**src/rtl/clkdiv_align_pkg.sv**
```systemverilog
// Package: clkdiv_align_pkg
// Holds the sequencer state encoding that the step FSM and the output
// registers share. The order of the states is the order of the steps.
package clkdiv_align_pkg;

    typedef enum logic [1:0] {
        ST_GATE = 2'd0,   // gate closed, clear low, settling
        ST_CLR  = 2'd1,   // gate closed, clear high
        ST_REL  = 2'd2,   // gate closed, clear released
        ST_RUN  = 2'd3    // gate open, idle
    } seq_state_t;

endpackage

```
**src/rtl/seq_wait_timer.sv**
```systemverilog
// Module: seq_wait_timer
// A shared down-counter that times every step of the sequence.
// Assumes: reload is pulsed on each state change. expired is high once the
// count reaches zero, which makes each step last WAIT_CYC cycles.
module seq_wait_timer #(
    parameter int WAIT_CYC = 4
) (
    input  logic clk,
    input  logic rst_n,
    input  logic reload,
    output logic expired
);
    localparam int CW = (WAIT_CYC > 1) ? $clog2(WAIT_CYC) : 1;
    localparam logic [CW-1:0] LOAD_VAL = CW'(WAIT_CYC - 1);

    logic [CW-1:0] cnt_q;

    // Reload on reset or on a state change, otherwise count down to zero.
    always_ff @(posedge clk) begin
        if (!rst_n || reload) begin
            cnt_q <= LOAD_VAL;
        end else if (cnt_q != '0) begin
            cnt_q <= cnt_q - 1'b1;
        end
    end

    assign expired = (cnt_q == '0);
endmodule

```
**src/rtl/seq_step_fsm.sv**
```systemverilog
// Module: seq_step_fsm
// Steps through gate-close, clear, release and run. It leaves a timed step
// only when the timer has expired, and leaves run only on a start request.
// Assumes: reset puts the machine into the clear step.
module seq_step_fsm
    import clkdiv_align_pkg::*;
(
    input  logic       clk,
    input  logic       rst_n,
    input  logic       start,
    input  logic       expired,
    output seq_state_t state,
    output seq_state_t nxt,
    output logic       changing
);
    seq_state_t state_q;

    // Next-state decode for the four steps.
    always_comb begin
        nxt = state_q;
        unique case (state_q)
            ST_GATE: if (expired) nxt = ST_CLR;
            ST_CLR:  if (expired) nxt = ST_REL;
            ST_REL:  if (expired) nxt = ST_RUN;
            ST_RUN:  if (start)   nxt = ST_GATE;
            default:              nxt = ST_CLR;
        endcase
    end

    // State register; reset lands in the clear step.
    always_ff @(posedge clk) begin
        if (!rst_n) state_q <= ST_CLR;
        else        state_q <= nxt;
    end

    assign state    = state_q;
    assign changing = (nxt != state_q);
endmodule

```
**src/rtl/seq_out_regs.sv**
```systemverilog
// Module: seq_out_regs
// Registers the three outputs from the next-state value, so that each port
// is driven by a flip-flop and cannot glitch.
// Assumes: nxt is the state the FSM enters on the same edge.
module seq_out_regs
    import clkdiv_align_pkg::*;
(
    input  logic       clk,
    input  logic       rst_n,
    input  seq_state_t state,
    input  seq_state_t nxt,
    output logic       en_o,
    output logic       clr_o,
    output logic       done_o
);
    logic en_q, clr_q, done_q;

    // Enable follows the run step, clear follows the clear step, and done
    // follows a second consecutive cycle in run.
    always_ff @(posedge clk) begin
        if (!rst_n) begin
            en_q   <= 1'b0;
            clr_q  <= 1'b1;
            done_q <= 1'b0;
        end else begin
            en_q   <= (nxt == ST_RUN);
            clr_q  <= (nxt == ST_CLR);
            done_q <= (state == ST_RUN) && (nxt == ST_RUN);
        end
    end

    assign en_o   = en_q;
    assign clr_o  = clr_q;
    assign done_o = done_q;
endmodule

```
**src/rtl/clkdiv_align_seq.sv**
```systemverilog
// Module: clkdiv_align_seq
// Top of the divider alignment sequencer. It closes the clock gate, pulses
// a common clear and reopens the gate, with every step lasting WAIT_CYC cycles.
// Assumes: clk_in is the ungated clock that feeds the gating buffer, and the
// buffer treats clk_en_o as a synchronous enable.
module clkdiv_align_seq #(
    parameter int WAIT_CYC = 4
) (
    input  logic clk_in,
    input  logic rst_n,
    input  logic start_req,
    output logic clk_en_o,
    output logic div_clr_o,
    output logic done_o
);
    import clkdiv_align_pkg::*;

    seq_state_t st, st_nxt;
    logic       st_change;
    logic       wait_done;

    seq_wait_timer #(.WAIT_CYC(WAIT_CYC)) u_timer (
        .clk     (clk_in),
        .rst_n   (rst_n),
        .reload  (st_change),
        .expired (wait_done)
    );

    seq_step_fsm u_fsm (
        .clk      (clk_in),
        .rst_n    (rst_n),
        .start    (start_req),
        .expired  (wait_done),
        .state    (st),
        .nxt      (st_nxt),
        .changing (st_change)
    );

    seq_out_regs u_out (
        .clk    (clk_in),
        .rst_n  (rst_n),
        .state  (st),
        .nxt    (st_nxt),
        .en_o   (clk_en_o),
        .clr_o  (div_clr_o),
        .done_o (done_o)
    );
endmodule

```
**config.mk**
```make
export PLATFORM = sky130hd
export DESIGN_NAME = clkdiv_align_seq
export DESIGN_NICKNAME = d
export VERILOG_FILES = /design/src/rtl/clkdiv_align_pkg.sv /design/src/rtl/seq_wait_timer.sv /design/src/rtl/seq_step_fsm.sv /design/src/rtl/seq_out_regs.sv /design/src/rtl/clkdiv_align_seq.sv
export SDC_FILE = /design/constraint.sdc
export NUM_CORES = 1
export LEC_CHECK = 0
export ABC_CLOCK_PERIOD_IN_PS = 2200
export BUFFER_PORTS_ARGS = -buffer_cell sky130_fd_sc_hd__buf_4
export CAP_MARGIN = 20
export CELL_PAD_IN_SITES_DETAIL_PLACEMENT = 0
export CELL_PAD_IN_SITES_GLOBAL_PLACEMENT = 1
export CORE_AREA = 2 2 39 41
export CTS_CLUSTER_SIZE = 28
export DETAILED_ROUTE_END_ITERATION = 8
export DIE_AREA = 0 0 41 43
export PLACE_DENSITY_LB_ADDON = 0.1
export SLEW_MARGIN = 20
export SYNTH_ARGS = -nofsm -noshare
export SYNTH_HDL_FRONTEND = slang
export SYNTH_HIERARCHICAL = 1
export SYNTH_SLANG_ARGS = --single-unit
```
**constraint.sdc**
```tcl
create_clock -name clk_in -period 2.2 [get_ports clk_in]
set_input_delay 0.44 -clock clk_in [delete_from_list [all_inputs] [get_ports clk_in]]
set_output_delay 0.44 -clock clk_in [all_outputs]
set_load 0.05 [all_outputs]
```
**Yosys cells after proc, flatten, opt, wreduce, memory -nomap -nowiden**

Index checks and enable logic that the tools add are counted.

- $add $sub $neg: 1
- Eq/ne operators: 6
- Mux-type cells: 5
- Reductions and logical operators: 6

Operator list:

| operator | count |
|---|---|
| 2-bit 2-to-1 mux | 4 |
| 2-bit case mux with 4 select lines | 1 |
| 2-bit == test (second input constant) | 3 |
| 2-bit by 1-bit == test with 1-bit output (second input constant) | 2 |
| 2-bit logical NOT | 2 |
| 2-bit != test | 1 |
| 2-bit nonzero test | 1 |
| 2-bit by 1-bit subtractor with 2-bit output (second input constant) | 1 |
| 1-bit logical AND | 1 |
| 1-bit logical NOT | 1 |
| 1-bit logical OR | 1 |

- Bits in registers: 7
- Input port bits: 3
- Output and inout port bits: 3
- Logic and storage cells: 23

**Depth between registers and ports, before layout**

Gate-level depths: netlist (run 1).

- Word-level depth: 5
- Depth in mapped cells: 6
- Gate-level depth less buffers: 6

**Hierarchy**

Netlist (run 1), hierarchy kept.

By module, submodules not included:

| module | times used | cells an instance | area an instance (µm²) | sequential area each (µm²) |
|---|---|---|---|---|
| seq_wait_timer | 1 | 12 | 108.9 | 40.0 |
| seq_step_fsm | 1 | 14 | 107.6 | 40.0 |
| seq_out_regs | 1 | 7 | 86.3 | 60.1 |

**Worst setup path before layout (run 1)**

No wires, ideal clock.

- Path type: reg-to-reg
- Start point: register u_timer.cnt_q[0]
- End point: register u_out.done_q (netlist: u_out/done_o)
- Library setup time: 116 ps
- Arrival time: 1138 ps
- Required time: 2084 ps
- Path slack: 947 ps
- Cell stages (with the launch flop): 7
- Path buffers: 0
- Clock period less this slack: 1253 ps
- Cells stage by stage: dfxtp_1 inv_1 ha_1 o21ai_0 o21ai_0 and3_4 and3_1

- Cells in the longest elaborated chain, start to end: 5
- Elaborated cells between the ends (all ways): 7
- Those cells by class: 1 x eq/ne; 4 x mux; 2 x reduce/logical

Ends and longest elaborated chain:

| item | line | text |
|---|---|---|
| start, declared | seq_wait_timer.sv:16 | `logic [CW-1:0] cnt_q;` |
| start signal, assigned | seq_wait_timer.sv:23 | `cnt_q <= cnt_q - 1'b1;` |
| 2-bit logical NOT * | seq_wait_timer.sv:27 | `assign expired = (cnt_q == '0);` |
| named net wait_done | clkdiv_align_seq.sv:20 | `logic wait_done;` |
| 2-bit 2-to-1 mux (on tied branches) | seq_step_fsm.sv:24, seq_step_fsm.sv:22, seq_step_fsm.sv:23 |  |
| 2-bit case mux with 4 select lines * | seq_step_fsm.sv:21 | `unique case (state_q)` |
| named net st_nxt[0] | clkdiv_align_seq.sv:18 | `seq_state_t st, st_nxt;` |
| 2-bit == test * | seq_out_regs.sv:28 | `done_q <= (state == ST_RUN) && (nxt == ST_RUN);` |
| 1-bit logical AND * | seq_out_regs.sv:28 |  |
| end signal, assigned | seq_out_regs.sv:28 |  |
| end, declared | seq_out_regs.sv:16 | `logic en_q, clr_q, done_q;` |

The timed path passes the listed nets; every way through them passes the cells marked *.
A chain may end at the register's enable or synchronous reset.

**Worst setup path after layout (run 1)**

Ends and elaborated chain as after synthesis.

==> reports/qor.txt, run 1 <==
outcome: finished clean
number of synthesized register bits: 7
hpwl dp: 455 um
Initial Util: 21.9%
setup bufs post-CTS: 0
Final GP Congestion: 0.610
met3 Use GR: 4.71%
clock tree sinks: 7
Total Wirelength: 593 um
vias post-DR: 244
min-delay src: rst_n
reg2reg start: u_timer/cnt_q[0]
Ports: 6
clock root cell: clkbuf_4
Avg Inst Size Synth: 9.18 um^2
cell count after synthesis: 33
worst min path class: primary input to register
PwrDens: 1230 mW/mm^2
Worst Setup Start Kind: register
core area: 0.00138 mm^2
H-tree levels: 1
Util after Layout: 27.9%
hold slack: 0.416 ns
max-cap check violation count: 0
CTS max path bufs: 2
syn nets: 38
worst r2r dst: u_out/done_o
Synth Warn #: 6
CTS Buf Count: 3
DIE AREA: 0.00176 mm^2
IO Port Bufs: 5
Nets: 48
met2 Usage GRT: 12.8%
Cells after DPL: 54
TritonRoute pass-1 iters: 2
clock-pin slew on the worst setup and hold paths: 0.05 ns
static leakage power: 0.000201 uW
Seq/Total Area, Yosys: 46.3%
first-pass GRT wire length: 1060 um
Slew headroom: 83.3%
fmax: 707 MHz
vias in the first global route: 258
FILL cells: 158
final worst slack: 0.786 ns
Final setup viols: 0
TNS Setup: 0 ns
Final Skew: 0.00278 ns
Post-CTS Resized: 0
DP Worst Slack: 0.769 ns
die height: 43 um
M1 GR Usage: 10.1%
clk_lat worst skew: 0.25 ns
Die X: 41 um
synth unique cells: 15
FF-to-FF path depth: 6
total gr overflow: 0
max-slew violation count: 0
RSZ-0062 raised after global routing: no
largest net degree at the start of global routing: 7
Setup CP Type: register to register
CP Data Arrival Time: 1.56 ns
Req. time, crit path: 2.34 ns
reg2reg setup slack: 0.79 ns
vias per std cell: 4.21
Wirelength per Cell: 10.2 um
final worst path period need: 1.41 ns
post-route ant nets: 0
Layout Cells excl Fill: 58
WHS Path Cells: 2
busiest layer in global routing: met2
endpoint class of the critical path: register
Fin. Hold Viols: 0
Hold EP: u_out/clr_o
commonest non-fill, non-tap cell in the layout: dfxtp_1
Post-Syn Area: 303 um^2
Worst Tran Pin Value: 0.248 ns
Initial DRC Count: 1
CTS Hold Bufs: 0
Layout area overhead: 27.7%
DRC violations left: 0
Antenna Cells: 0
CP max FO: 5
commonest cells after routing, fill and taps aside: dfxtp_1, buf_4, nand2_1, inv_1, nor2b_1
worst vdd ir: 444 uV
CTS tree: done
Tot GR Track Use: 9.97%
initial antenna violation count: 0
Tcrit/Tclk final: 64.3%
Row Count: 14
share of cells above drive strength 1: 23.8%
## cell families (layout without fill, tap and decap cells)
logic type | count (synthesis) | count (layout) | share of synthesized area, %
xor+xnor | 1 | 1 | 2.89
flops | 7 | 7 | 46.3
fa+ha+maj | 2 | 2 | 8.26
mux | 1 | 1 | 3.72
compound gates | 7 | 7 | 12.8
simple gates | 11 | 11 | 21.1
buf+inv | 4 | 13 | 4.96
## synth_stat cells
cell type / instances / share of area [%]
o211ai_1: 1 / 2.5
a31oi_1: 1 / 2.1
o21ai_1: 1 / 1.7
nand2_1: 4 / 5.0
and3_1: 1 / 2.1
o21ai_0: 3 / 5.0
xor2_1: 1 / 2.9
dfxtp_1: 7 / 46
ha_1: 2 / 8.3
and3_4: 1 / 3.7
inv_1: 4 / 5.0
mux2_2: 1 / 3.7
and2_1: 1 / 2.1
a21oi_1: 1 / 1.7
nor2b_1: 4 / 8.3
## power breakdown
part	total (uW)	internal, uW	switching [uW]
logic	170	67.4	103
registers	189	163	25.4
clock network	116	69.2	47.1
total	475	300	176
## worst max-delay path by stage
stage	startpoint	end	slack, ns	cells after the start
floorplan	u_timer/cnt_q[0]	u_out/done_o	0.95	6
global placement	start_req	u_out/done_o	0.80	6
detailed placement	start_req	u_out/done_o	0.77	6
CTS	u_timer/cnt_q[0]	u_out/done_o	0.76	6
global route	u_timer/cnt_q[0]	u_out/done_o	0.63	6
finish	u_timer/cnt_q[0]	u_out/done_o	0.79	6
## stage by stage
stage / instance area, um^2 / power (uW)
detailed placement: 360 / 361
CTS: 387 / 488
finish: 387 / 475
global route: 387 / 523
global placement: 360 / 356
floorplan: 303 / 315
## layer usage
| layer | part of all wire (%) | up-vias |
|---|---|---|
| li1 | - | 127 |
| met1 | 42 | 110 |
| met2 | 50 | 5 |
| met3 | 6.1 | 2 |
| met4 | 1.7 | 0 |
| met5 | 0 | - |
## state kept, by name, indices dropped and copies added, names as in the netlist
register	cells
u_timer/cnt_q	2
u_out/clr_o	1
u_out/done_o	1
u_out/en_o	1
u_fsm/state	2
## area by class of cell
type,instances,area (um^2),area share (%)
clock buffers,4,26.3,6.80
inverters,4,15.0,3.88
multi-input cells,22,148,38.2
flip-flops and latches,7,140,36.2
well taps,16,20.0,5.18
repair buffers,5,37.5,9.71
## worst max-delay path, stage by stage, from the launching register on
cell and delay (ns):
dfxtp_1 0.35, inv_1 0.07, ha_1 0.25, o21ai_0 0.13, o21ai_0 0.17, and3_4 0.18, and3_1 0.16
No activity file was read; power rests on OpenSTA's default activity.
==> run 2: changes to the inputs <==
--- a/config.mk
+++ b/config.mk
@@ -5,7 +5,7 @@
 export SDC_FILE = /design/constraint.sdc
 export NUM_CORES = 1
 export LEC_CHECK = 0
-export ABC_CLOCK_PERIOD_IN_PS = 2200
+export ABC_CLOCK_PERIOD_IN_PS = 1330
 export BUFFER_PORTS_ARGS = -buffer_cell sky130_fd_sc_hd__buf_4
 export CAP_MARGIN = 20
 export CELL_PAD_IN_SITES_DETAIL_PLACEMENT = 0
==> constraint.sdc (replaced) <==
create_clock -name clk_in -period 1.33 [get_ports clk_in]
set_input_delay 0.266 -clock clk_in [delete_from_list [all_inputs] [get_ports clk_in]]
set_output_delay 0.266 -clock clk_in [all_outputs]
set_load 0.05 [all_outputs]
==> reports/qor.txt, run 2 (synthesis results as in run 1) <==
Req. time, crit path: 1.47 ns
static leakage power: 0.000211 uW
commonest non-fill, non-tap cell in the layout: buf_4
CP max stage delay: 0.35 ns
Tot GR Track Use: 7.93%
Initial DRC Count: 10
FF-to-FF path depth: 5
core area: 0.00138 mm^2
Nets: 51
fmax: 788 MHz
Crit-path slowest cell: dfxtp_1
clock root cell: clkbuf_4
worst r2r dst: u_out/done_o
CP Data Arrival Time: 1.41 ns
RSZ-0062 raised after global routing: no
Fin. Hold Viols: 0
worst min path class: primary input to register
Hold EP: u_out/clr_o
outcome: finished clean
Worst Setup Start Kind: register
die height: 43 um
Slew headroom: 85.0%
WHS Path Cells: 2
CTS tree: done
max-cap check violation count: 0
commonest cells after routing, fill and taps aside: buf_4, dfxtp_1, nand2_1, nor2b_1, clkbuf_4
post-route total power: 865 uW
initial antenna violation count: 0
CTS Hold Bufs: 0
Row Count: 14
clock-pin slew on the worst setup and hold paths: 0.05 ns
total gr overflow: 0
Layout area overhead: 39.3%
post-route ant nets: 0
busiest layer in global routing: met2
CTS max path bufs: 2
Final Skew: 0.00346 ns
Total Wirelength: 584 um
H-tree levels: 1
Ports: 6
largest net degree at the start of global routing: 7
final worst path period need: 1.27 ns
Worst Tran Pin Value: 0.223 ns
min-delay src: rst_n
endpoint class of the critical path: register
max-slew violation count: 0
Antenna Cells: 0
TNS Setup: 0 ns
DIE AREA: 0.00176 mm^2
met2 Usage GRT: 10.3%
first-pass GRT wire length: 814 um
Wirelength per Cell: 9.57 um
DRC violations left: 0
TritonRoute pass-1 iters: 4
worst vdd ir: 664 uV
reg2reg start: u_fsm/state[1]
share of cells above drive strength 1: 35.6%
CP Cell Sequence: nor2b_1, o21ai_0, o21ai_1, and3_4, and3_1
hpwl dp: 429 um
reg2reg setup slack: 0.06 ns
clock tree sinks: 7
vias post-DR: 260
Setup CP Type: register to register
CTS Buf Count: 3
Initial Util: 21.9%
PwrDens: 2050 mW/mm^2
IO Port Bufs: 5
Tcrit/Tclk final: 95.4%
met3 Use GR: 6.28%
M1 GR Usage: 7.07%
vias in the first global route: 221
Final setup viols: 0
cell class contributing the biggest share of worst-path delay: simple AND/OR/NAND/NOR gates
vias per std cell: 4.26
Die X: 41 um
Bufs and invs on worst path: 0
clk_lat worst skew: 0.25 ns
Final GP Congestion: 0.596
CP max FO: 6
==> run 2: changes by cell type in the layout (fill, tap and decap cells not counted) <==
| cell | change |
|---|---|
| inv_1 | -2 |
| ha_4 | +1 |
| buf_4 | +3 |
| o21ai_1 | +1 |
| inv_2 | +2 |
| ha_1 | -1 |
| o21ai_0 | -1 |
==> run 2: stage by stage <==
step | hold slack, ns | std cells | utilization [%] | cell area (um^2) | worst slack [ns]
finish | 0.243 | 61 | 30.5 | 422 | 0.0606
global route | 0.247 | 61 | 30.5 | 422 | 0.000451
CTS | 0.236 | 61 | 29.6 | 409 | 0.00476
detailed placement | 0.505 | 56 | 27.1 | 375 | -0.0191
global placement | 0.497 | 56 | 27.1 | 375 | 0.0148
floorplan | 0.342 | 33 | - | 303 | 0.0768
==> run 2: worst max-delay path by stage <==
| stage | start | endpoint | slack (ns) | cells after the start |
|---|---|---|---|---|
| global placement | u_timer/cnt_q[0] | u_out/done_o | 0.01 | 6 |
| floorplan | u_timer/cnt_q[0] | u_out/done_o | 0.08 | 6 |
| detailed placement | u_timer/cnt_q[0] | u_out/done_o | -0.02 | 6 |
| global route | u_timer/cnt_q[0] | u_out/done_o | 0.0005 | 6 |
| CTS | u_timer/cnt_q[0] | u_out/done_o | 0.005 | 6 |
| finish | u_fsm/state[1] | u_out/done_o | 0.06 | 5 |
==> run 2: cell type report <==
cell class | count | area, um^2
Clock buffer | 4 | 26.3
Timing Repair Buffer | 8 | 60.1
Multi-Input combinational cell | 22 | 160
Tap cell | 16 | 20.0
Sequential cell | 7 | 140
Inverter | 4 | 15.0
Fill cell | 149 | 962
==> run 2: timing repair <==
action                                  4_1_cts  5_1_grt
resized for setup                             1        4
pin swaps                                     0        1
setup buffers                                 1        0
hold endpoints to repair                      0        0
endpoints found under the setup margin        1        4
==> run 2: routing by layer <==
metal / up-vias / share of wire [%]
met5: - / 0
met4: 0 / 0
met3: 0 / 8.0
met2: 9 / 52
met1: 118 / 40
li1: 133 / -
==> run 2: power by group <==
part / switching, uW / internal (uW)
clock network: 80.1 / 115
registers: 41.6 / 270
logic: 195 / 163
